$ cat src/rtl/acc_alu_pkg.sv
package acc_alu_pkg;
    localparam int DW  = 8;
    localparam int NW  = DW / 2;
    localparam int OPW = 5;
    localparam int CSW = 3;
    localparam int FW  = 5;

    localparam int STB_S   = 7;
    localparam int STB_Z   = 6;
    localparam int STB_AC  = 4;
    localparam int STB_P   = 2;
    localparam int STB_ONE = 1;
    localparam int STB_C   = 0;

    typedef logic [DW-1:0] byte_t;

    typedef struct packed {
        logic s;
        logic z;
        logic ac;
        logic p;
        logic c;
    } flags_t;

    typedef enum logic [OPW-1:0] {
        OP_ADD  = 5'd0,
        OP_ADC  = 5'd1,
        OP_SUB  = 5'd2,
        OP_SBB  = 5'd3,
        OP_AND  = 5'd4,
        OP_XOR  = 5'd5,
        OP_OR   = 5'd6,
        OP_CMP  = 5'd7,
        OP_INC  = 5'd8,
        OP_DEC  = 5'd9,
        OP_RLC  = 5'd10,
        OP_RRC  = 5'd11,
        OP_RAL  = 5'd12,
        OP_RAR  = 5'd13,
        OP_DAA  = 5'd14,
        OP_CMA  = 5'd15,
        OP_CMC  = 5'd16,
        OP_STC  = 5'd17,
        OP_RSTF = 5'd18
    } op_e;

    function automatic logic even_ones(byte_t v);
        return ~(^v);
    endfunction

    function automatic logic uses_addsub(op_e o);
        return o inside {OP_ADD, OP_ADC, OP_SUB, OP_SBB, OP_AND, OP_XOR, OP_OR, OP_CMP};
    endfunction

    function automatic byte_t pack_status(flags_t f);
        byte_t r;
        r          = '0;
        r[STB_S]   = f.s;
        r[STB_Z]   = f.z;
        r[STB_AC]  = f.ac;
        r[STB_P]   = f.p;
        r[STB_ONE] = 1'b1;
        r[STB_C]   = f.c;
        return r;
    endfunction

    function automatic flags_t unpack_status(byte_t b);
        flags_t f;
        f.s  = b[STB_S];
        f.z  = b[STB_Z];
        f.ac = b[STB_AC];
        f.p  = b[STB_P];
        f.c  = b[STB_C];
        return f;
    endfunction
endpackage

$ cat src/rtl/acc_alu_addsub.sv
// Two-operand group: add/subtract family, compare and bitwise logic.
module acc_alu_addsub
    import acc_alu_pkg::*;
(
    input  op_e    op,
    input  logic   alt_mode,
    input  byte_t  a,
    input  byte_t  b,
    input  logic   c_in,
    output byte_t  res,
    output flags_t fl
);
    logic          is_sub;
    logic          cin;
    logic [DW:0]   wide;
    logic [NW:0]   nib;
    byte_t         lres;

    always_comb begin
        is_sub = op inside {OP_SUB, OP_SBB, OP_CMP};
        cin    = (op == OP_ADC || op == OP_SBB) ? c_in : 1'b0;
        if (is_sub) begin
            wide = {1'b0, a} - {1'b0, b} - {{DW{1'b0}}, cin};
            nib  = {1'b0, a[NW-1:0]} - {1'b0, b[NW-1:0]} - {{NW{1'b0}}, cin};
        end else begin
            wide = {1'b0, a} + {1'b0, b} + {{DW{1'b0}}, cin};
            nib  = {1'b0, a[NW-1:0]} + {1'b0, b[NW-1:0]} + {{NW{1'b0}}, cin};
        end

        case (op)
            OP_AND:  lres = a & b;
            OP_XOR:  lres = a ^ b;
            default: lres = a | b;
        endcase

        if (op inside {OP_AND, OP_XOR, OP_OR}) begin
            res   = lres;
            fl.c  = 1'b0;
            fl.ac = 1'b0;
            fl.s  = lres[DW-1];
            fl.z  = (lres == '0);
            fl.p  = even_ones(lres);
        end else begin
            res   = (op == OP_CMP) ? a : wide[DW-1:0];
            fl.c  = wide[DW];
            fl.ac = nib[NW];
            fl.s  = wide[DW-1];
            fl.z  = (wide[DW-1:0] == '0);
            fl.p  = alt_mode ? 1'b0 : even_ones(wide[DW-1:0]);
        end
    end
endmodule

$ cat src/rtl/acc_alu_unary.sv
// Single-operand group: step, rotate, decimal adjust, carry control, flag restore.
module acc_alu_unary
    import acc_alu_pkg::*;
(
    input  op_e    op,
    input  logic   alt_mode,
    input  byte_t  a,
    input  byte_t  b,
    input  flags_t fin,
    output byte_t  res,
    output flags_t fl
);
    byte_t       step;
    logic        lo_fix, hi_fix, ac_n;
    logic [NW:0] nib6;
    logic [DW:0] s1, tot;

    always_comb begin
        step   = (op == OP_DEC) ? a - 1'b1 : a + 1'b1;
        lo_fix = (a[NW-1:0] > 4'd9) || fin.ac;
        nib6   = {1'b0, a[NW-1:0]} + 5'd6;
        ac_n   = lo_fix & nib6[NW];
        s1     = {1'b0, a} + (lo_fix ? 9'h006 : 9'h000);
        hi_fix = (s1[DW-1:NW] > 4'd9) || ac_n;
        tot    = s1 + (hi_fix ? 9'h060 : 9'h000);

        res = a;
        fl  = fin;
        case (op)
            OP_INC, OP_DEC: begin
                res  = step;
                fl.s = step[DW-1];
                fl.z = (step == '0);
                fl.p = alt_mode ? 1'b0 : even_ones(step);
            end
            OP_RLC: begin res = {a[DW-2:0], a[DW-1]}; fl.c = a[DW-1]; end
            OP_RRC: begin res = {a[0], a[DW-1:1]};    fl.c = a[0];    end
            OP_RAL: begin res = {a[DW-2:0], fin.c};   fl.c = a[DW-1]; end
            OP_RAR: begin res = {fin.c, a[DW-1:1]};   fl.c = a[0];    end
            OP_DAA: begin
                res   = tot[DW-1:0];
                fl.c  = tot[DW];
                fl.ac = ac_n;
                fl.s  = tot[DW-1];
                fl.z  = (tot[DW-1:0] == '0);
                fl.p  = even_ones(tot[DW-1:0]);
            end
            OP_CMA:  res  = ~a;
            OP_CMC:  fl.c = ~fin.c;
            OP_STC:  fl.c = 1'b1;
            OP_RSTF: fl   = unpack_status(b);
            default: ;
        endcase
    end
endmodule

$ cat src/rtl/acc_alu_cond.sv
// Condition test and status-byte packing from the present flags.
module acc_alu_cond
    import acc_alu_pkg::*;
(
    input  flags_t          fin,
    input  logic [CSW-1:0]  sel,
    output logic            hit,
    output byte_t           stat
);
    logic picked;

    always_comb begin
        case (sel[CSW-1:1])
            2'd0:    picked = fin.z;
            2'd1:    picked = fin.c;
            2'd2:    picked = fin.p;
            default: picked = fin.s;
        endcase
        // odd selector tests the flag set, even selector tests it clear
        hit  = sel[0] ? picked : ~picked;
        stat = pack_status(fin);
    end
endmodule

$ cat src/rtl/acc_alu.sv
module acc_alu
    import acc_alu_pkg::*;
(
    input  logic [OPW-1:0] op_i,
    input  logic           alt_mode_i,
    input  logic [DW-1:0]  acc_i,
    input  logic [DW-1:0]  opnd_i,
    input  logic [FW-1:0]  flags_i,
    input  logic [CSW-1:0] cond_sel_i,
    output logic [DW-1:0]  acc_o,
    output logic [FW-1:0]  flags_o,
    output logic           cond_o,
    output logic [DW-1:0]  status_o
);
    op_e    op;
    flags_t fin;
    byte_t  as_res, un_res;
    flags_t as_fl, un_fl;

    assign op  = op_e'(op_i);
    assign fin = flags_t'(flags_i);

    acc_alu_addsub u_addsub (
        .op       (op),
        .alt_mode (alt_mode_i),
        .a        (acc_i),
        .b        (opnd_i),
        .c_in     (fin.c),
        .res      (as_res),
        .fl       (as_fl)
    );

    acc_alu_unary u_unary (
        .op       (op),
        .alt_mode (alt_mode_i),
        .a        (acc_i),
        .b        (opnd_i),
        .fin      (fin),
        .res      (un_res),
        .fl       (un_fl)
    );

    acc_alu_cond u_cond (
        .fin  (fin),
        .sel  (cond_sel_i),
        .hit  (cond_o),
        .stat (status_o)
    );

    always_comb begin
        if (uses_addsub(op)) begin
            acc_o   = as_res;
            flags_o = as_fl;
        end else begin
            acc_o   = un_res;
            flags_o = un_fl;
        end
    end
endmodule

$ cat config.mk
export PLATFORM = sky130hd
export DESIGN_NAME = acc_alu
export DESIGN_NICKNAME = d
export VERILOG_FILES = /design/src/rtl/acc_alu_pkg.sv /design/src/rtl/acc_alu_addsub.sv /design/src/rtl/acc_alu_unary.sv /design/src/rtl/acc_alu_cond.sv /design/src/rtl/acc_alu.sv
export SDC_FILE = /design/constraint.sdc
export NUM_CORES = 1
export LEC_CHECK = 0
export BUFFER_PORTS_ARGS = -buffer_cell sky130_fd_sc_hd__buf_2
export CORE_UTILIZATION = 65
export DETAILED_ROUTE_END_ITERATION = 6
export PLACE_DENSITY = 0.87
export SLEW_MARGIN = 20
export SYNTH_ARGS = -nofsm -noshare
export SYNTH_HDL_FRONTEND = slang
export SYNTH_SLANG_ARGS = --single-unit
$ cat constraint.sdc
create_clock -name vclk -period 15.4
set_input_delay 2.31 -clock vclk [all_inputs]
set_output_delay 2.31 -clock vclk [all_outputs]
set_load 0.03 [all_outputs]
==> out/metrics.yaml <==
fmax_mhz: 110.4
max_stage_delay_ns: 0.64
die_w_um: 72.81
maxSlewHeadroom: 0.4956
pwr_density_cell_mw_per_mm2: 48.91
fin_crit_sh: 0.5880
antenna_left: 0
n_clock_buffer: 0
cpLargestDelayFamily: "simple AND/OR/NAND/NOR gates"
required_ns: 13.09
core_area_mm2: 0.004786
design_area_mm2: 0.003432
vias: 3508
post-cts-setup-buffers: 0
final_nets: 564
startpoint: "op_i[3]"
ios: 52
min_from: "flags_i[2]"
syn-cell-area_mm2: 0.003259
syn_to_final_growth_pct: 5.297
slowest_stage: "nor2b_1"
maxCapViolations: 0
power_leakage_nw: 1.632
initial_utilization: 0.6810
antenna_found_initial: 0
grt-ovfl-total: 0
drv_slew: 0
viasPerCell: 6.545
dieArea_mm2: 0.005301
rows: 25
worst_path_most_repeated_cell: "xnor2_1"
grt_pass1_wl_um: 15920
wl_um: 10000
crit_path_end_kind: "output port"
cp.depth: 17
dp_slack_ns: 6.477
drt_first_pass_iters: 5
finalCriticalPeriod_ns: 9.055
setup_ws_ns: 6.345
initialDrtViolationCount: 437
yosysWarnings: 0
worst_pin_slew_ns: 0.7551
dpl_cell_area_mm2: 0.003432
crit_type: "input pin to output port"
seq_cell_count: 0
cp-start-kind: "input pin"
syn_inst: 450
port_buffers: 49
fp.dieH_um: 72.81
crit_fanout: 12
wl_per_cell_um: 18.66
grt_pass1_vias: 3175
antenna_cells: 0
n_fill_cell: 447
layout-drive-gt1-share: 0.1450
cp.arrival_ns: 6.75
register_area_um2: 0
dp_hpwl_um: 8101
grt_usage: 0.3845
status: "finished, final reports clean"
finalHoldViolCount: 0
synth-seq-area-share: 0
synth_cell_types: 68
ir_worst_vdd_mv: 0.03657
setup_viol: 0
hold_path_depth: 2
grt_max_degree: 32
routabilityCongestion: 1.053
cts-hold-fix-buffers: 0
drcViolationCount: 0
cts_resized: 0
rsz0062_at_grt: "no"
finalSetupTns_ns: 0
cp_cell_sequence: "buf_2 -> nor2b_1 -> nand2_1 -> nor2_1 -> ha_1 -> a211oi_4 -> o21ai_0 -> a21oi_1 -> xor2_1 -> ha_1 -> xnor2_1 -> xnor2_1 -> xnor2_1 -> a21oi_1 -> nand4_1 -> o31a_1 -> buf_2"
hold_class: "input pin to output port"
critical_path_buf_inv_count: 2
synth_area_per_cell_um2: 7.243
cell families (layout without fill, tap and decap cells):
logic type | after synthesis | in the layout | share of synthesized area
compound gates | 129 | 129 | 0.2649
xor+xnor | 40 | 40 | 0.1075
fa+ha+maj | 63 | 63 | 0.2580
buf+inv | 72 | 90 | 0.09750
mux | 24 | 24 | 0.08176
other cells | 2 | 3 | 0.002304
simple gates | 120 | 120 | 0.1881
cell usage in the layout (no fill, tap or decap), types with 4 or more instances in the layout:
master / netlist / layout
o21ai_0: 26 / 26
nand3_1: 13 / 13
nand2_1: 37 / 37
or3_1: 4 / 4
o22ai_1: 4 / 4
ha_1: 56 / 56
buf_2: 8 / 49
xor2_1: 10 / 10
inv_1: 39 / 39
o21a_1: 4 / 4
nand4_1: 5 / 5
nor2b_1: 5 / 5
o211ai_1: 10 / 10
nor3_1: 5 / 5
mux2_2: 7 / 7
fa_1: 7 / 7
a21o_1: 8 / 8
xnor2_1: 30 / 30
a21oi_1: 35 / 35
nor2_1: 26 / 26
mux2i_1: 15 / 15
nand2b_1: 9 / 9
per-stage QoR:
step / instances / util / total power [W] / hold WS (ns)
6_report: 536 / 0.7171 / 0.0001679 / 4.904
5_1_grt: 536 / 0.7171 / 0.0001817 / 4.909
4_1_cts: 536 / 0.7171 / 0.0001650 / 4.904
3_5_place_dp: 536 / 0.7171 / 0.0001641 / 4.903
3_3_place_gp: 536 / 0.7171 / 0.0001589 / 4.897
2_1_floorplan: 451 / - / 0.0001255 / 4.752
power by group:
| group | switching (W) | internal [W] | total, W |
|---|---|---|---|
| sequential | 0 | 0 | 0 |
| clock | 0 | 0 | 0 |
| combinational | 0.000100 | 0.0000676 | 0.000168 |
final cells by class:
class / instances / area, µm² / area share
tap: 67 / 83.83 / 0.02443
timing repair buffer: 50 / 252.7 / 0.07364
multi-input combinational: 379 / 2945 / 0.8582
inverter: 40 / 150.1 / 0.04375
worst paths after layout:
kind / endpoint / slack, ns
worst min-delay path: status_o[4] / 4.90
worst max-delay path: flags_o[1] / 6.34
cells in the mapped netlist, types with 8 or more instances:
library cell | n | area share
o21ai_0 | 26 | 0.040
nand3_1 | 13 | 0.020
nand2_1 | 37 | 0.043
o211ai_1 | 10 | 0.023
xnor2_1 | 30 | 0.081
nand2b_1 | 9 | 0.017
buf_4 | 8 | 0.018
ha_1 | 56 | 0.21
a21o_1 | 8 | 0.018
mux2i_1 | 15 | 0.046
nor2_1 | 26 | 0.030
xor2_1 | 10 | 0.027
buf_2 | 8 | 0.012
a21oi_1 | 35 | 0.054
clkbuf_1 | 15 | 0.017
inv_1 | 39 | 0.045
metal layers:
metal  global-route usage  vias to the layer above  part of all wire
met2               0.6345                      233              0.45
met1               0.5460                     1597              0.43
met5                    0                        -                 0
li1                     -                     1642                 -
met4              0.09150                        0             0.027
met3              0.02348                       36             0.088
Note: power is estimated with default switching activity, not from simulation.
